--- src/rtl/dmac_gctl_pkg.sv ---
package dmac_gctl_pkg;
  typedef enum logic [1:0] {
    XM_BLOCK  = 2'b00,
    XM_BURST  = 2'b01,
    XM_DEMAND = 2'b10,
    XM_RSVD   = 2'b11
  } xfer_mode_e;

  typedef enum logic [1:0] {
    ST_IDLE,
    ST_XFER,
    ST_GAP
  } arb_state_e;

  localparam int unsigned CFG_W      = 32;
  localparam int unsigned CFG_RUN    = 31;
  localparam int unsigned CFG_STOP   = 30;
  localparam int unsigned CFG_ROT    = 28;
  localparam int unsigned CFG_HLT_LO = 24;
  localparam int unsigned HLT_W      = 4;
endpackage

--- src/rtl/dmac_gcfg_reg.sv ---
module dmac_gcfg_reg
  import dmac_gctl_pkg::*;
(
  input  logic             clk_i,
  input  logic             rst_ni,
  input  logic             we_i,
  input  logic [CFG_W-1:0] wdata_i,
  input  logic             active_i,
  output logic [CFG_W-1:0] rdata_o,
  output logic             run_o,
  output logic             rot_o
);
  logic             en_q, rot_q, pend_q, stop_q;
  logic [HLT_W-1:0] hlt_q;
  logic             stop_req;

  assign stop_req = !en_q || (hlt_q != '0);

  always_ff @(posedge clk_i or negedge rst_ni) begin
    if (!rst_ni) begin
      en_q  <= 1'b0;
      rot_q <= 1'b0;
      hlt_q <= '0;
    end else if (we_i) begin
      en_q  <= wdata_i[CFG_RUN];
      rot_q <= wdata_i[CFG_ROT];
      hlt_q <= wdata_i[CFG_HLT_LO +: HLT_W];
    end
  end

  // stop flag only after a stop that caught a live channel
  always_ff @(posedge clk_i or negedge rst_ni) begin
    if (!rst_ni) begin
      pend_q <= 1'b0;
      stop_q <= 1'b0;
    end else if (!stop_req) begin
      pend_q <= 1'b0;
      stop_q <= 1'b0;
    end else begin
      if (active_i) pend_q <= 1'b1;
      if (pend_q && !active_i) stop_q <= 1'b1;
    end
  end

  always_comb begin
    rdata_o                        = '0;
    rdata_o[CFG_RUN]               = en_q;
    rdata_o[CFG_STOP]              = stop_q;
    rdata_o[CFG_ROT]               = rot_q;
    rdata_o[CFG_HLT_LO +: HLT_W]   = hlt_q;
  end

  assign run_o = !stop_req;
  assign rot_o = rot_q;
endmodule

--- src/rtl/dmac_prio_pick.sv ---
module dmac_prio_pick #(
  parameter int unsigned NCH = 8,
  localparam int unsigned IW = (NCH > 1) ? $clog2(NCH) : 1
) (
  input  logic [NCH-1:0] req_i,
  input  logic           rot_i,
  input  logic [IW-1:0]  last_i,
  output logic [IW-1:0]  idx_o,
  output logic           vld_o
);
  int unsigned base_n;
  int unsigned cand;

  always_comb begin
    base_n = 0;
    if (rot_i) base_n = (int'(last_i) >= NCH - 1) ? 0 : int'(last_i) + 1;
    vld_o = 1'b0;
    idx_o = '0;
    cand  = 0;
    for (int k = 0; k < NCH; k++) begin
      cand = base_n + k;
      if (cand >= NCH) cand = cand - NCH;
      if (!vld_o && req_i[cand]) begin
        vld_o = 1'b1;
        idx_o = IW'(cand);
      end
    end
  end
endmodule

--- src/rtl/dmac_gap_fsm.sv ---
module dmac_gap_fsm
  import dmac_gctl_pkg::*;
#(
  parameter int unsigned NCH     = 8,
  parameter int unsigned GAP_CYC = 4,
  localparam int unsigned IW = (NCH > 1) ? $clog2(NCH) : 1,
  localparam int unsigned CW = (GAP_CYC > 1) ? $clog2(GAP_CYC) : 1
) (
  input  logic           clk_i,
  input  logic           rst_ni,
  input  logic           run_i,
  input  logic           win_vld_i,
  input  logic [IW-1:0]  win_idx_i,
  input  logic           gap_i,
  output logic           active_o,
  output logic [IW-1:0]  gidx_o,
  output logic [IW-1:0]  last_o,
  output logic           bus_req_o,
  output logic [NCH-1:0] grant_o
);
  arb_state_e    state_q;
  logic [CW-1:0] cnt_q;
  logic [IW-1:0] gidx_q, last_q;

  always_ff @(posedge clk_i or negedge rst_ni) begin
    if (!rst_ni) begin
      state_q <= ST_IDLE;
      cnt_q   <= '0;
      gidx_q  <= '0;
      last_q  <= IW'(NCH - 1);
    end else begin
      unique case (state_q)
        ST_XFER: if (gap_i) begin
          state_q <= ST_GAP;
          cnt_q   <= CW'(GAP_CYC - 1);
        end
        default: begin
          if (state_q == ST_GAP && cnt_q != '0) begin
            cnt_q <= cnt_q - 1'b1;
          end else if (run_i && win_vld_i) begin
            state_q <= ST_XFER;
            gidx_q  <= win_idx_i;
            last_q  <= win_idx_i;
          end else begin
            state_q <= ST_IDLE;
          end
        end
      endcase
    end
  end

  assign active_o  = (state_q != ST_IDLE);
  assign bus_req_o = (state_q == ST_XFER);
  assign grant_o   = bus_req_o ? (NCH'(1) << gidx_q) : '0;
  assign gidx_o    = gidx_q;
  assign last_o    = last_q;
endmodule

--- src/rtl/dmac_gctl_core.sv ---
module dmac_gctl_core
  import dmac_gctl_pkg::*;
#(
  parameter int unsigned NCH     = 8,
  parameter int unsigned GAP_CYC = 4,
  localparam int unsigned IW = (NCH > 1) ? $clog2(NCH) : 1
) (
  input  logic             clk_i,
  input  logic             rst_ni,
  input  logic             cfg_we_i,
  input  logic [31:0]      cfg_wdata_i,
  output logic [31:0]      cfg_rdata_o,
  input  logic [NCH-1:0]   ch_req_i,
  input  logic [2*NCH-1:0] ch_mode_i,
  input  logic             beat_i,
  input  logic             blk_last_i,
  input  logic             xfer_last_i,
  output logic             bus_req_o,
  output logic [NCH-1:0]   grant_o
);
  logic           run, rot, active, win_vld, gap;
  logic [IW-1:0]  win_idx, gidx, last_idx;
  logic [NCH-1:0] gap_ch;

  dmac_gcfg_reg u_cfg (
    .clk_i    (clk_i),
    .rst_ni   (rst_ni),
    .we_i     (cfg_we_i),
    .wdata_i  (cfg_wdata_i),
    .active_i (active),
    .rdata_o  (cfg_rdata_o),
    .run_o    (run),
    .rot_o    (rot)
  );

  dmac_prio_pick #(.NCH(NCH)) u_pick (
    .req_i  (ch_req_i),
    .rot_i  (rot),
    .last_i (last_idx),
    .idx_o  (win_idx),
    .vld_o  (win_vld)
  );

  // per-channel gap point by transfer mode
  for (genvar c = 0; c < NCH; c++) begin : g_gap
    xfer_mode_e mode;
    assign mode = xfer_mode_e'(ch_mode_i[2*c +: 2]);
    always_comb begin
      unique case (mode)
        XM_DEMAND: gap_ch[c] = beat_i || !ch_req_i[c];
        XM_BURST:  gap_ch[c] = 1'b0;
        default:   gap_ch[c] = beat_i && blk_last_i;
      endcase
    end
  end

  assign gap = gap_ch[gidx] || (beat_i && xfer_last_i);

  dmac_gap_fsm #(.NCH(NCH), .GAP_CYC(GAP_CYC)) u_fsm (
    .clk_i     (clk_i),
    .rst_ni    (rst_ni),
    .run_i     (run),
    .win_vld_i (win_vld),
    .win_idx_i (win_idx),
    .gap_i     (gap),
    .active_o  (active),
    .gidx_o    (gidx),
    .last_o    (last_idx),
    .bus_req_o (bus_req_o),
    .grant_o   (grant_o)
  );
endmodule

--- config.mk ---
export PLATFORM = sky130hd
export DESIGN_NAME = dmac_gctl_core
export DESIGN_NICKNAME = d
export VERILOG_FILES = /design/src/rtl/dmac_gctl_pkg.sv /design/src/rtl/dmac_gcfg_reg.sv /design/src/rtl/dmac_prio_pick.sv /design/src/rtl/dmac_gap_fsm.sv /design/src/rtl/dmac_gctl_core.sv
export SDC_FILE = /design/constraint.sdc
export NUM_CORES = 1
export LEC_CHECK = 0
export BUFFER_PORTS_ARGS = -buffer_cell sky130_fd_sc_hd__buf_2
export CAP_MARGIN = 20
export CORE_MARGIN = 5
export CORE_UTILIZATION = 35
export DETAILED_ROUTE_END_ITERATION = 6
export SLEW_MARGIN = 15
export SYNTH_ARGS = -nofsm -noshare
export SYNTH_HDL_FRONTEND = slang
export SYNTH_SLANG_ARGS = --single-unit
--- constraint.sdc ---
create_clock -name clk_i -period 6.4 [get_ports clk_i]
set_input_delay 0.64 -clock clk_i [delete_from_list [all_inputs] [get_ports clk_i]]
set_output_delay 0.64 -clock clk_i [all_outputs]
set_load 0.02 [all_outputs]
### Yosys cells after proc, flatten, opt, wreduce, memory -nomap -nowiden

Cells that the tools add are included.

* magnitude comparators: 18
* eq/ne operators: 22
* reduce and logical (&&, ||, !) cells: 47
* shift-type cells: 1
* multiplexer cells: 64
* bitwise gates (word level): 2
* $add $sub $neg: 17

Operator list (count)
* 32-bit 2-to-1 mux: 10
* 32-bit by 4-bit >= comparator with 1-bit output, second input constant: 8
* 32-bit by 4-bit less-than comparator with 1-bit output, second input constant: 8
* 32-bit by 4-bit subtractor with 32-bit output, second input constant: 8
* 32-bit by 3-bit adder with 32-bit output, second input constant: 4
* 32-bit by 2-bit adder with 32-bit output, second input constant: 2
* 32-bit by 1-bit adder with 32-bit output, second input constant: 1
* 1-bit binary-select mux with 3-bit select: 9
* 3-bit 2-to-1 mux: 8
* 1-bit 2-to-1 mux: 22
* 2-bit by 1-bit equality test with 1-bit output, second input constant: 9
* 2-bit equality test, second input constant: 9
* 1-bit zero test: 18
* 1-bit one-hot mux with 2 select lines: 8
* 1-bit logical AND: 12
* 2-bit 2-to-1 mux: 6
* 1-bit logical OR: 10
* 8-bit 2-to-1 mux: 1
* 1-bit by 3-bit left shift with 8-bit output, first input constant: 1
* 2-bit nonzero test: 3
* 3-bit by 1-bit adder with 4-bit output, second input constant: 1
* 3-bit by 4-bit less-than comparator with 1-bit output, second input constant: 1
* 2-bit by 1-bit inequality test with 1-bit output, second input constant: 2
* 2-bit inequality test, second input constant: 2
* 6 further kinds: 8

* register bits after elaboration: 18
* output and inout port bits: 41
* word-level logic and storage cells: 180

### Depth between registers and ports, before layout

Gate-level depths: netlist of run 1.

* depth after elaboration: 33
* gate-level depth with buffers: 13
* mapped depth without buffers: 11

### Cells and area by module

Synthesis of run 1 repeated with hierarchy kept, for this count alone.

* cell total of the unflattened synthesis: 261
* area, all modules: 2339.7 sq um

Modules (own cells, without submodules)
* dmac_prio_pick: cells an instance 111, area an instance 860.8 sq um, instances 1, sequential area each 0.0 sq um
* dmac_gcfg_reg: cells an instance 52, area an instance 541.8 sq um, instances 1, sequential area each 200.2 sq um
* dmac_gap_fsm: cells an instance 49, area an instance 531.8 sq um, instances 1, sequential area each 254.0 sq um
* dmac_gctl_core: cells an instance 49, area an instance 405.4 sq um, instances 1, sequential area each 0.0 sq um

### Worst setup path before layout of run 1

Ideal clock, no wire load.

* path kind: reg2reg
* from: register u_fsm.last_q[0], in the netlist u_fsm.last_o[0]
* to: register u_fsm.gidx_q[0], in the netlist u_fsm.gidx_o[0]
* data arrival time: 3.146 ns
* path buffers: 2
* cell stages (with the launch flop): 14
* library setup time: 0.125 ns
* path slack: 3.129 ns
* data required time: 6.275 ns
* cells stage by stage: dfstp_2 ha_1 ha_1 buf_4 nor3b_4 inv_4 ha_1 xnor2_2 mux2_4 or2_1 buf_2 o41a_1 o221ai_2 nand2_1

* cells in the longest elaborated chain, start to end: 31
* elaborated cells between the ends (all ways): 83

RTL lines
* start: declaration: RTL line dmac_gap_fsm.sv:23 `logic [IW-1:0] gidx_q, last_q;`
* start signal: assignment: RTL line dmac_gap_fsm.sv:30 `last_q <= IW'(NCH - 1);`
* start signal: assignment: RTL line dmac_gap_fsm.sv:43 `last_q <= win_idx_i;`
* 3-bit by 1-bit adder with 4-bit output or 3-bit >= comparator (tied branches): RTL line dmac_prio_pick.sv:16 `if (rot_i) base_n = (int'(last_i) >= NCH - 1) ? 0 : int'(last_i) + 1;`
* 32-bit 2-to-1 mux * (2 in series): RTL line dmac_prio_pick.sv:16
* parallel branches: the longest is 28 deep, another holds 32-bit by 1-bit adder with 32-bit output
* end signal: assignment: RTL line dmac_gap_fsm.sv:42 `gidx_q <= win_idx_i;`
* end: declaration: RTL line dmac_gap_fsm.sv:23

Mark *: on every way between the ends. The select of a mux whose other input is x is not followed.
A chain may end at the register's enable or synchronous reset.

### Worst setup path in the final report of run 1

* from: register u_fsm.last_q[0], in the netlist u_fsm.last_o[0]
* to: register u_fsm.gidx_q[2], in the netlist u_fsm.gidx_o[2]

The elaborated chain is that of the path after synthesis.

==> impl_summary.txt, run 1 <==
----------------------------------------------------
[Floorplan]
  Die Span Y ... around 90 µm
  Die boundary width ... ~92 µm
  Std-Cell Core Area ... 6680 µm²
  Num ports ... 103
  Area enclosed by the die boundary ... 8520 µm²
  Initial cell density of the core ... 35.5%
  Placement row count ... 30

[Yosys]
  YS warnings ... 0
  Share of flip-flops with an asynchronous set or reset after synthesis ... between 90% and 100%
  Sequential-to-total area share from yosys stat ... between 10% and 20%
  Synthesized netlist cell count ... 286
  Post-synthesis cell area ... between 2000 and 2500 µm²
  Total of flip-flops plus latches after synthesis ... 18
  Count of flip-flops with a built-in enable after synthesis ... 0
  Post-synthesis area per instance ... 8.29 µm²
  Flip-flop cell with the highest count after synthesis ... sky130_fd_sc_hd__dfrtp_1
  Distinct cells, synth ... 60

[Cells and area]
  Commonest non-fill, non-tap cells in the layout ... 51 x sky130_fd_sc_hd__buf_2, 25 x sky130_fd_sc_hd__conb_1, 22 x sky130_fd_sc_hd__nand2_1, 21 x sky130_fd_sc_hd__inv_1, 20 x sky130_fd_sc_hd__nor2_1
  Fraction of final layout cells sized beyond drive strength 1 ... 26.5%
  Synth-to-Final Area Change ... 9.56%
  Non-Filler Cell Area, Final ... 2600 µm²
  Net count, final ... between 400 and 500
  Footprint of the multi-input gates ... 1650 µm²
  Filler Cells Inserted ... 720
  Sequential standard cell area ... between 400 and 500 µm²
  Most common cell after layout, fill and taps aside ... sky130_fd_sc_hd__buf_2
  Number of antenna repair diodes ... 0

[GRT]
  Overflow left after global routing ... 0
  Number of antenna violations at the first check in global routing ... 0
  Via count of the first global-routing pass ... 2018
  Wire length of the first global-routing pass ... 9.36 mm
  All-Layer GR Usage ... about an eighth
  Largest net degree at the start of global routing ... 19

[Critical path]
  Family of cells with the greatest summed delay on the critical path ... compound AO/OA/AOI/OAI gates
  Reg2Reg Capture Point ... u_fsm.gidx_o[2]$_DFFE_PN0P_
  Minimum setup slack among reg-to-reg paths ... about 2.7 ns
  Category of the worst setup path launch point ... flip-flop
  WP data required ... approximately 6.5 ns
  Cells on worst reg2reg path ... 10
  Critical path depth in cells ... 10
  Startpoint of the lowest-slack register-to-register path ... u_fsm.last_o[0]$_DFFE_PN1P_
  Worst path arrival time ... 3.87 ns
  Critical path fanouts, max ... 13
  Cell breakdown of the critical path ... ha_1 > ha_1 > and3b_1 > and2_1 > mux2i_1 > mux2i_1 > o211a_1 > o31a_1 > a221oi_1 > nand2_1
  Critical Setup Path Class ... reg2reg
  Setup crit end kind ... flip-flop
  Delay contributed by the slowest stage of the critical path ... 0.68 ns
  Critical path buffer and inverter count ... 0
  Cell with the biggest individual delay on the critical path ... sky130_fd_sc_hd__dfstp_2

[Run status]
  Status ... finished clean

[Timing]
  Number of setup violations in the final report ... 0
  Shortest period the worst path allows ... 3.75 ns
  Pins Over Slew Limit ... 0
  Post-route setup TNS ... 0 ns
  Worst-case clock skew ... 0.00621 ns
  Tightest Pin Transition ... 0.572 ns
  Unrepaired setup endpoints after global routing ... no
  Top achievable clock speed ... 267 MHz
  Final hold violations ... 0
  Tightest slew margin relative to the limit ... 61.9%
  Ratio of final minimum period to clock period ... approximately three fifths

[Detailed routing]
  Number of DRC violations after detailed routing ... 0
  Number of DRC markers after the initial detailed-route iteration ... between 200 and 250
  Detailed-route vias per instance ... 5.27
  Count of vias placed by the detailed router ... 2135
  Detailed Route WL ... 5.62 mm
  Antenna Violating Nets Remaining ... 0
  Mean routed wirelength per cell ... 13.9 µm
  Number of iterations in the first detailed-routing pass ... 4

[Power and ir drop]
  Flop pwr share ... around 20%
  Static leakage power ... 1.26 nW
  Clock group share of total power ... a little under a tenth
  Power density over cell area ... 400 nW/µm²
  Sw frac ... 50.3%
  Switching power ... 0.522 mW
  Combinational Power Share ... 70.8%
  Peak VDD IR ... between 200 and 250 µV
  Cell internal power dissipation ... 0.516 mW

[Clocking]
  Hold-fix buffer count after cts ... 0
  H-Tree Depth ... 1
  Clock buffer depth ... 2
  Cells resized by post-CTS repair ... 0
  Clock root buffer ... sky130_fd_sc_hd__clkbuf_8
  Clock tree from TritonCTS ... yes
  Post-CTS setup buffer count ... 0
  Num CTS Buffers ... 3
  Total clock sinks ... 18
  Worst-skew pair later-pin latency ... 0.26 ns
  Clock edge transition at the registers on the reported setup and hold paths ... 0.07 ns

[Place]
  Half-perimeter wire length of the detailed placement result ... 4.61 mm
  RePlAce Congestion ... slightly above 0.9
  Count of buffers inserted at the top-level ports ... 51
  Post-Place Cell Area ... 2540 µm²

[Min path]
  Class of the tightest hold or removal check ... in2async

[Job]
  Total of max-cap violations ... 0

----------------------------------------------------
cell type report:
class	count	area share, %
Tap cell	80	3.86
Clock buffer	4	2.12
Timing Repair Buffer	51	9.83
Multi-Input combinational cell	230	63.4
Inverter	22	3.28
Sequential cell	18	17.5
cell usage after synthesis, drive strengths merged, types with 2 or more instances:
cell | count | area (µm²)
a211o | 2 | 17.5
a21boi | 2 | 15.0
a21o | 2 | 15.0
a21oi | 7 | 35.0
a221o | 2 | 20.0
a221oi | 3 | 26.3
a22oi | 2 | 15.0
a31oi | 4 | 25.0
and2 | 2 | 12.5
and3 | 7 | 43.8
buf | 35 | 255
clkbuf | 5 | 18.8
dfrtp | 15 | 375
dfstp | 3 | 78.8
ha | 13 | 163
inv | 22 | 85.1
mux2 | 12 | 143
mux2i | 14 | 153
mux4 | 4 | 90.1
nand2 | 23 | 88.8
nand2b | 10 | 62.6
nand3 | 8 | 45.0
nor2 | 21 | 86.3
nor3 | 13 | 65.1
nor3b | 2 | 26.3
nor4 | 3 | 18.8
o211ai | 4 | 30.0
o21ai | 19 | 95.1
o221ai | 3 | 32.5
o22ai | 3 | 18.8
xnor2 | 2 | 32.5
power groups by stage:
stage	Clock, mW	Sequential, mW	Combinational [mW]
6_report	0.0943	0.209	0.735
3_3_place_gp	0	0.210	0.721
3_5_place_dp	0	0.212	0.726
5_1_grt	0.102	0.218	0.813
4_1_cts	0.0960	0.210	0.731
2_1_floorplan	0	0.183	0.643
per-layer routing:
layer / vias to the layer above / global-route usage [%] / routed length (µm)
met5: - / 0 / 0
met2: 57 / 21.4 / 2720
met4: 0 / 6.06 / 172
met3: 17 / 1.80 / 269
li1: 1057 / - / -
met1: 1004 / 17.4 / 2460
worst max path at each step:
stage / to / start / slack (ns)
after floorplan: u_fsm.gidx_o[0]$_DFFE_PN0P_ / u_fsm.last_o[0]$_DFFE_PN1P_ / 3.13
after global placement: u_fsm.gidx_o[0]$_DFFE_PN0P_ / u_fsm.last_o[0]$_DFFE_PN1P_ / 2.76
after CTS: u_fsm.gidx_o[0]$_DFFE_PN0P_ / u_fsm.last_o[0]$_DFFE_PN1P_ / 2.72
after global routing: u_fsm.gidx_o[0]$_DFFE_PN0P_ / u_fsm.last_o[0]$_DFFE_PN1P_ / 2.49
after detailed placement: u_fsm.gidx_o[0]$_DFFE_PN0P_ / u_fsm.last_o[0]$_DFFE_PN1P_ / 2.72
final: u_fsm.gidx_o[2]$_DFFE_PN0P_ / u_fsm.last_o[0]$_DFFE_PN1P_ / 2.65
sequential cells by signal, indices dropped and copies added (netlist names):
name / count
u_cfg.hlt_q: 4
u_fsm.gidx_o: 3
u_fsm.last_o: 3
u_fsm.cnt_q: 2
u_fsm.state_q: 2
u_cfg.en_q: 1
u_cfg.pend_q: 1
u_cfg.rot_o: 1
u_cfg.stop_q: 1
cell families (layout without fill, tap and decap cells):
family	Yosys count	in the layout	share of synthesized area (%)
multiplexers	30	30	16.3
buffers and inverters	62	77	15.2
AND/OR/NAND/NOR	96	96	21.4
other	1	25	0.158
XOR/XNOR	2	2	1.37
AO/OA/AOI/OAI	64	64	19.6
adder cells (fa/ha/maj)	13	13	6.86
flip-flops	18	18	19.2
stage by stage:
step	worst slack [ns]	utilization (%)	power, mW	hold WS [ns]	std cells
global route	2.49	38.9	1.13	0.328	405
global placement	2.76	38.0	0.932	0.456	401
CTS	2.72	38.9	1.04	0.308	405
detailed placement	2.72	38.0	0.938	0.467	401
finish	2.65	38.9	1.04	0.294	405
floorplan	3.13	-	0.826	0.344	310
No activity file was read; power rests on OpenSTA's default activity.
==> inputs of run 2 (changes only) <==
==> constraint.sdc (replaced) <==
create_clock -name clk_i -period 3.8 [get_ports clk_i]
set_input_delay 0.38 -clock clk_i [delete_from_list [all_inputs] [get_ports clk_i]]
set_output_delay 0.38 -clock clk_i [all_outputs]
set_load 0.02 [all_outputs]
==> run 2 against run 1 <==
Net effect:
- clock skew up 0.0032 ns
- utilization grew 0.75 points
- cell area grew 1.9%
- worst hold slack got worse by 0.26 ns
- non-clock buffer count grew 8
- die area unchanged
- routed wire length rose by 5.1%
- critical path type unchanged
- fmax rose by 9.1%
- flip-flop and latch count unchanged
- count of clock-buffer cells in the layout unchanged
- largest cell class unchanged
==> impl_summary.txt, run 2 (same netlist as run 1, synthesis figures left out) <==
----------------------------------------------------
[Cells and area]
  Net count, final ... slightly above 400
  Count of non-filler cells in the finished layout ... 413
  Number of antenna repair diodes ... 0
  Synth-to-Final Area Change ... 11.7%
  Filler Cells Inserted ... ~700
  Commonest non-fill, non-tap cells in the layout ... 51 x sky130_fd_sc_hd__buf_2, 25 x sky130_fd_sc_hd__conb_1, 22 x sky130_fd_sc_hd__nand2_1, 21 x sky130_fd_sc_hd__inv_1, 20 x sky130_fd_sc_hd__nor2_1
  Most common cell after layout, fill and taps aside ... sky130_fd_sc_hd__buf_2
  Flip-flop count of the largest register, all copies and words added ... 4
  Largest reg by FF count ... u_cfg.hlt_q
  Non-Filler Cell Area, Final ... approximately 2600 µm²
  Fraction of final layout cells sized beyond drive strength 1 ... 27.9%

[Clocking]
  H-Tree Depth ... 1
  Clock buffer depth ... 2
  Total clock sinks ... 18
  Clock edge transition at the registers on the reported setup and hold paths ... 0.07 ns
  Clock root buffer ... sky130_fd_sc_hd__clkbuf_8
  Clock tree from TritonCTS ... yes
  Cells resized by post-CTS repair ... 0
  Post-CTS setup buffer count ... 0
  Worst-skew pair later-pin latency ... 0.25 ns
  Num CTS Buffers ... 3
  Hold-fix buffer count after cts ... 0

[Floorplan]
  Die boundary width ... 92.3 µm
  Placement row count ... 30
  Initial cell density of the core ... 35.5%
  Area enclosed by the die boundary ... around 8500 µm²
  Std-Cell Core Area ... 6680 µm²
  Die Span Y ... 92.3 µm
  Num ports ... 103

[Power and ir drop]
  Power Total ... ~1.8 mW
  Power density over cell area ... 676 nW/µm²
  Peak VDD IR ... 293 µV
  Static leakage power ... 1.29 nW

[Critical path]
  Worst path arrival time ... 3.56 ns
  Critical Setup Path Class ... reg2reg
  Library cell appearing most often on the critical path ... sky130_fd_sc_hd__ha_1
  Cell breakdown of the critical path ... ha_1 > ha_1 > nor3b_4 > inv_4 > ha_1 > xnor2_2 > mux2_4 > or2_1 > o41a_1 > o221ai_2 > nand2_1
  Critical path buffer and inverter count ... 1
  Setup crit end kind ... flip-flop
  Category of the worst setup path launch point ... flip-flop
  Delay contributed by the slowest stage of the critical path ... around 0.50 ns
  Family of cells with the greatest summed delay on the critical path ... simple AND/OR/NAND/NOR gates
  Cell with the biggest individual delay on the critical path ... sky130_fd_sc_hd__o41a_1
  Critical path fanouts, max ... 6
  WP data required ... 3.92 ns

[GRT]
  Via count of the first global-routing pass ... 2066
  Overflow left after global routing ... 0
  Largest net degree at the start of global routing ... 19
  All-Layer GR Usage ... 13.9%
  Number of antenna violations at the first check in global routing ... 0
  Wire length of the first global-routing pass ... ~9.9 mm

[Min path]
  Class of the tightest hold or removal check ... in2async

[Timing]
  Tightest Pin Transition ... 0.542 ns
  Ratio of final minimum period to clock period ... 90.3%
  Top achievable clock speed ... 291 MHz
  Worst-case clock skew ... between 0.009 and 0.01 ns
  Number of setup violations in the final report ... 0
  Hold Slack ... 0.0382 ns
  Post-route setup TNS ... 0 ns
  Unrepaired setup endpoints after global routing ... no
  Shortest period the worst path allows ... 3.43 ns
  Pins Over Slew Limit ... 0
  Final hold violations ... 0
  Tightest slew margin relative to the limit ... 63.9%

[Detailed routing]
  Number of DRC markers after the initial detailed-route iteration ... 216
  Detailed Route WL ... 5.91 mm
  Mean routed wirelength per cell ... 14.3 µm
  Number of iterations in the first detailed-routing pass ... 5
  Number of DRC violations after detailed routing ... 0
  Antenna Violating Nets Remaining ... 0
  Detailed-route vias per instance ... 5.26
  Count of vias placed by the detailed router ... 2174

[Place]
  Dpl cells ... 409
  Count of buffers inserted at the top-level ports ... 51
  Post-Place Cell Area ... 2600 µm²
  RePlAce Congestion ... ~0.92
  Half-perimeter wire length of the detailed placement result ... slightly below 5 mm

[Job]
  Total of max-cap violations ... 0

[Run status]
  Status ... finished clean

----------------------------------------------------
run 2: cell types whose count changed in the layout (fill, tap and decap cells not counted), sizes merged:
cell	change
buf	+8
run 2: final cells by class:
| class | count | area [µm²] | share of cell area [%] |
|---|---|---|---|
| clock buffer | 4 | 45.0 | 1.70 |
| inverter | 22 | 85.1 | 3.22 |
| multi-input combinational | 230 | 1650 | 62.2 |
| sequential | 18 | 454 | 17.2 |
| tap | 80 | 100 | 3.78 |
| timing repair buffer | 59 | 315 | 11.9 |
run 2: path summary, 6_finish.rpt:
| path | startpoint | end | slack (ns) | cells after the start |
|---|---|---|---|---|
| max | u_fsm.last_o[1]$_DFFE_PN1P_ | u_fsm.gidx_o[0]$_DFFE_PN0P_ | 0.37 | 11 |
| min | rst_ni | u_cfg.en_q$_DFFE_PN0P_ | 0.04 | 1 |
| max reg2reg | u_fsm.last_o[1]$_DFFE_PN1P_ | u_fsm.gidx_o[0]$_DFFE_PN0P_ | 0.37 | 11 |
| min reg2reg | u_fsm.last_o[2]$_DFFE_PN1P_ | u_fsm.last_o[2]$_DFFE_PN1P_ | 0.47 | 2 |
| max in group asynchronous | rst_ni | u_fsm.last_o[0]$_DFFE_PN1P_ | 3.43 | 1 |
| min in group clk_i | cfg_wdata_i[26] | u_cfg.hlt_q[2]$_DFFE_PN0P_ | 0.36 | 2 |
run 2: layer usage:
metal | global-route usage (%) | share of wire, % | up-vias
met1 | 19.3 | 44 | 1039
met3 | 1.07 | 4.5 | 4
li1 | - | - | 1071
met4 | 3.22 | 0.71 | 0
met5 | 0 | 0 | -
met2 | 23.4 | 51 | 60
run 2: worst reg2reg max path: stages, from the launching register on:
cell                       delay [ns]
sky130_fd_sc_hd__dfstp_2         0.38
sky130_fd_sc_hd__ha_1            0.18
sky130_fd_sc_hd__ha_1            0.23
sky130_fd_sc_hd__nor3b_4         0.44
sky130_fd_sc_hd__inv_4           0.11
sky130_fd_sc_hd__ha_1            0.31
sky130_fd_sc_hd__xnor2_2         0.28
sky130_fd_sc_hd__mux2_4          0.37
sky130_fd_sc_hd__or2_1           0.34
sky130_fd_sc_hd__o41a_1          0.50
sky130_fd_sc_hd__o221ai_2        0.11
sky130_fd_sc_hd__nand2_1         0.07
run 2: power breakdown:
group | switching [mW] | internal (mW)
combinational | 0.772 | 0.549
sequential | 0.0706 | 0.263
clock | 0.0587 | 0.0743
run 2: stage by stage:
stage / setup WS [ns] / util, %
floorplan: 0.529 / -
global placement: 0.393 / 38.9
detailed placement: 0.363 / 38.9
global route: 0.178 / 39.6
finish: 0.367 / 39.6
CTS: 0.341 / 39.6
==> inputs of run 3 (changes only) <==
==> constraint.sdc (replaced) <==
create_clock -name clk_i -period 3.8 [get_ports clk_i]
set_input_delay 0.76 -clock clk_i [delete_from_list [all_inputs] [get_ports clk_i]]
set_output_delay 0.76 -clock clk_i [all_outputs]
set_load 0.02 [all_outputs]
==> run 3 against run 2 <==
Net effect:
- clock power increased by 16%
- sequential power about the same
- count of clock-buffer cells in the layout is the same
- largest cell class unchanged
- largest power group unchanged
==> impl_summary.txt, run 3 (same netlist as run 1, synthesis figures left out) <==
----------------------------------------------------
[Clocking]
  Total clock sinks ... 18
  H-Tree Depth ... 1
  Clock edge transition at the registers on the reported setup and hold paths ... about 0.07 ns
  Cells resized by post-CTS repair ... 0
  Worst-skew pair later-pin latency ... 0.25 ns
  Num CTS Buffers ... 3
  Clock root buffer ... sky130_fd_sc_hd__clkbuf_8
  Post-CTS setup buffer count ... 0
  Clock buffer depth ... 2
  Clock tree from TritonCTS ... yes
  Hold-fix buffer count after cts ... 0

[Place]
  Count of buffers inserted at the top-level ports ... 51
  Dpl cells ... approximately 400
  Half-perimeter wire length of the detailed placement result ... 4.79 mm
  RePlAce Congestion ... 0.913

[GRT]
  Via count of the first global-routing pass ... 1934
  Global routing usage on met3 ... roughly 1.7%
  Number of antenna violations at the first check in global routing ... 0
  Met1 track demand over resource in global routing ... 17.7%
  Overflow left after global routing ... 0
  Largest net degree at the start of global routing ... 19
  GRT Max-Usage Layer ... met2
  Wire length of the first global-routing pass ... 9.38 mm
  Met2 usage ... 21.8%
  All-Layer GR Usage ... 13.1%

[Floorplan]
  Placement row count ... 30
  Die boundary width ... around 92 µm
  Initial cell density of the core ... 35.5%
  Area enclosed by the die boundary ... 8520 µm²
  Std-Cell Core Area ... 6680 µm²
  Num ports ... 103
  Die Span Y ... 92.3 µm

[Cells and area]
  Fraction of final layout cells sized beyond drive strength 1 ... 28.2%
  Largest reg by FF count ... u_cfg.hlt_q
  Number of antenna repair diodes ... 0
  Synth-to-Final Area Change ... 12.1%
  Net count, final ... 409
  Flip-flop count of the largest register, all copies and words added ... 4
  Filler Cells Inserted ... roughly 700
  Commonest non-fill, non-tap cells in the layout ... 51 x sky130_fd_sc_hd__buf_2, 25 x sky130_fd_sc_hd__conb_1, 22 x sky130_fd_sc_hd__nand2_1, 21 x sky130_fd_sc_hd__inv_1, 20 x sky130_fd_sc_hd__nor2_1
  Post-layout util ... 39.8%
  Most common cell after layout, fill and taps aside ... sky130_fd_sc_hd__buf_2
  Count of non-filler cells in the finished layout ... 413

[Power and ir drop]
  Static leakage power ... 1.30 nW
  Power density over cell area ... 674 nW/µm²
  Power Total ... between 1.5 and 2 mW
  Peak VDD IR ... 279 µV

[Critical path]
  Setup crit end kind ... flip-flop
  Critical Setup Path Class ... reg2reg
  WP data required ... 3.93 ns
  Worst setup path startpoint ... u_fsm.last_o[0]$_DFFE_PN1P_
  Cell with the biggest individual delay on the critical path ... sky130_fd_sc_hd__o41a_1
  Cells on worst reg2reg path ... 11
  Critical path depth in cells ... 11
  Reg2Reg Capture Point ... u_fsm.gidx_o[0]$_DFFE_PN0P_
  Worst path arrival time ... 3.57 ns
  Category of the worst setup path launch point ... flip-flop
  Endpoint of the most critical setup path ... u_fsm.gidx_o[0]$_DFFE_PN0P_
  Delay contributed by the slowest stage of the critical path ... 0.50 ns
  Minimum setup slack among reg-to-reg paths ... 0.36 ns
  Critical path buffer and inverter count ... 1
  Critical path fanouts, max ... 6
  Startpoint of the lowest-slack register-to-register path ... u_fsm.last_o[0]$_DFFE_PN1P_
  Family of cells with the greatest summed delay on the critical path ... simple AND/OR/NAND/NOR gates
  Cell breakdown of the critical path ... ha_1 > ha_1 > nor3b_4 > inv_4 > ha_1 > xnor2_2 > mux2_4 > or2_1 > o41a_1 > o221ai_2 > nand2_1
  Library cell appearing most often on the critical path ... sky130_fd_sc_hd__ha_1

[Timing]
  Pins Over Slew Limit ... 0
  Top achievable clock speed ... 291 MHz
  Tightest Pin Transition ... 0.571 ns
  Hold Slack ... 0.420 ns
  Shortest period the worst path allows ... 3.44 ns
  Ratio of final minimum period to clock period ... 90.6%
  Number of setup violations in the final report ... 0
  Post-route setup TNS ... 0 ns
  Tightest slew margin relative to the limit ... 62.0%
  Worst-case clock skew ... 0.00595 ns
  Final hold violations ... 0
  Unrepaired setup endpoints after global routing ... no

[Min path]
  Class of the tightest hold or removal check ... in2async

[Run status]
  Status ... finished clean

[Detailed routing]
  Detailed-route vias per instance ... about 5.2
  Antenna Violating Nets Remaining ... 0
  Number of DRC markers after the initial detailed-route iteration ... 210
  Detailed Route WL ... between 5 and 6 mm
  Number of DRC violations after detailed routing ... 0
  Number of iterations in the first detailed-routing pass ... 4
  Count of vias placed by the detailed router ... 2167
  Mean routed wirelength per cell ... 13.8 µm

[Job]
  Total of max-cap violations ... 0

----------------------------------------------------
-- run 3: stage by stage --
| stage | cell area (µm²) | setup slack (ns) |
|---|---|---|
| 2_1_floorplan | 2460 | 0.529 |
| 3_3_place_gp | 2600 | 0.389 |
| 3_5_place_dp | 2600 | 0.371 |
| 4_1_cts | 2660 | 0.354 |
| 5_1_grt | 2660 | 0.210 |
| 6_report | 2660 | 0.358 |
-- run 3: how the worst min path moves through the flow --
stage                                           start                     endpoint  slack [ns]  cells after the start
after floorplan           u_fsm.last_o[2]$_DFFE_PN1P_  u_fsm.last_o[2]$_DFFE_PN1P_        0.44                      2
after global placement    u_fsm.last_o[2]$_DFFE_PN1P_  u_fsm.last_o[2]$_DFFE_PN1P_        0.46                      2
after detailed placement  u_fsm.last_o[2]$_DFFE_PN1P_  u_fsm.last_o[2]$_DFFE_PN1P_        0.45                      2
after CTS                                      rst_ni       u_cfg.en_q$_DFFE_PN0P_        0.43                      1
after global routing                           rst_ni       u_cfg.en_q$_DFFE_PN0P_        0.45                      1
final                                          rst_ni       u_cfg.en_q$_DFFE_PN0P_        0.42                      1
-- run 3: metal layers --
metal	wire length, µm	vias to the layer above
met5	0	-
met4	61	0
met3	304	6
met2	2870	73
met1	2470	1011
li1	-	1077
-- run 3: area by class of cell --
class                   count  area [µm²]  share of cell area [%]
multi-input cells         230        1650                    62.0
flip-flops and latches     18         454                    17.1
repair buffers             59         315                    11.9
well taps                  80         100                    3.77
inverters                  22        85.1                    3.20
clock buffers               4        55.1                    2.07
-- run 3: worst reg2reg max path, delay by kind of cell (launching register included) --
kind / cells / cell delay (ns)
and+or+nand+nor: 3 / 0.86
adders and majority gates: 3 / 0.73
AOI/OAI and AO/OA: 2 / 0.62
DFF: 1 / 0.37
muxes: 1 / 0.37
xor gates and xnor gates: 1 / 0.27
buffers and inverters: 1 / 0.11
-- run 3: report_power, final --
group | switching (mW) | internal (mW) | leakage [nW]
clock | 0.0624 | 0.0920 | 0.0288
combinational | 0.753 | 0.549 | 1.06
sequential | 0.0712 | 0.263 | 0.207
total | 0.887 | 0.903 | 1.30
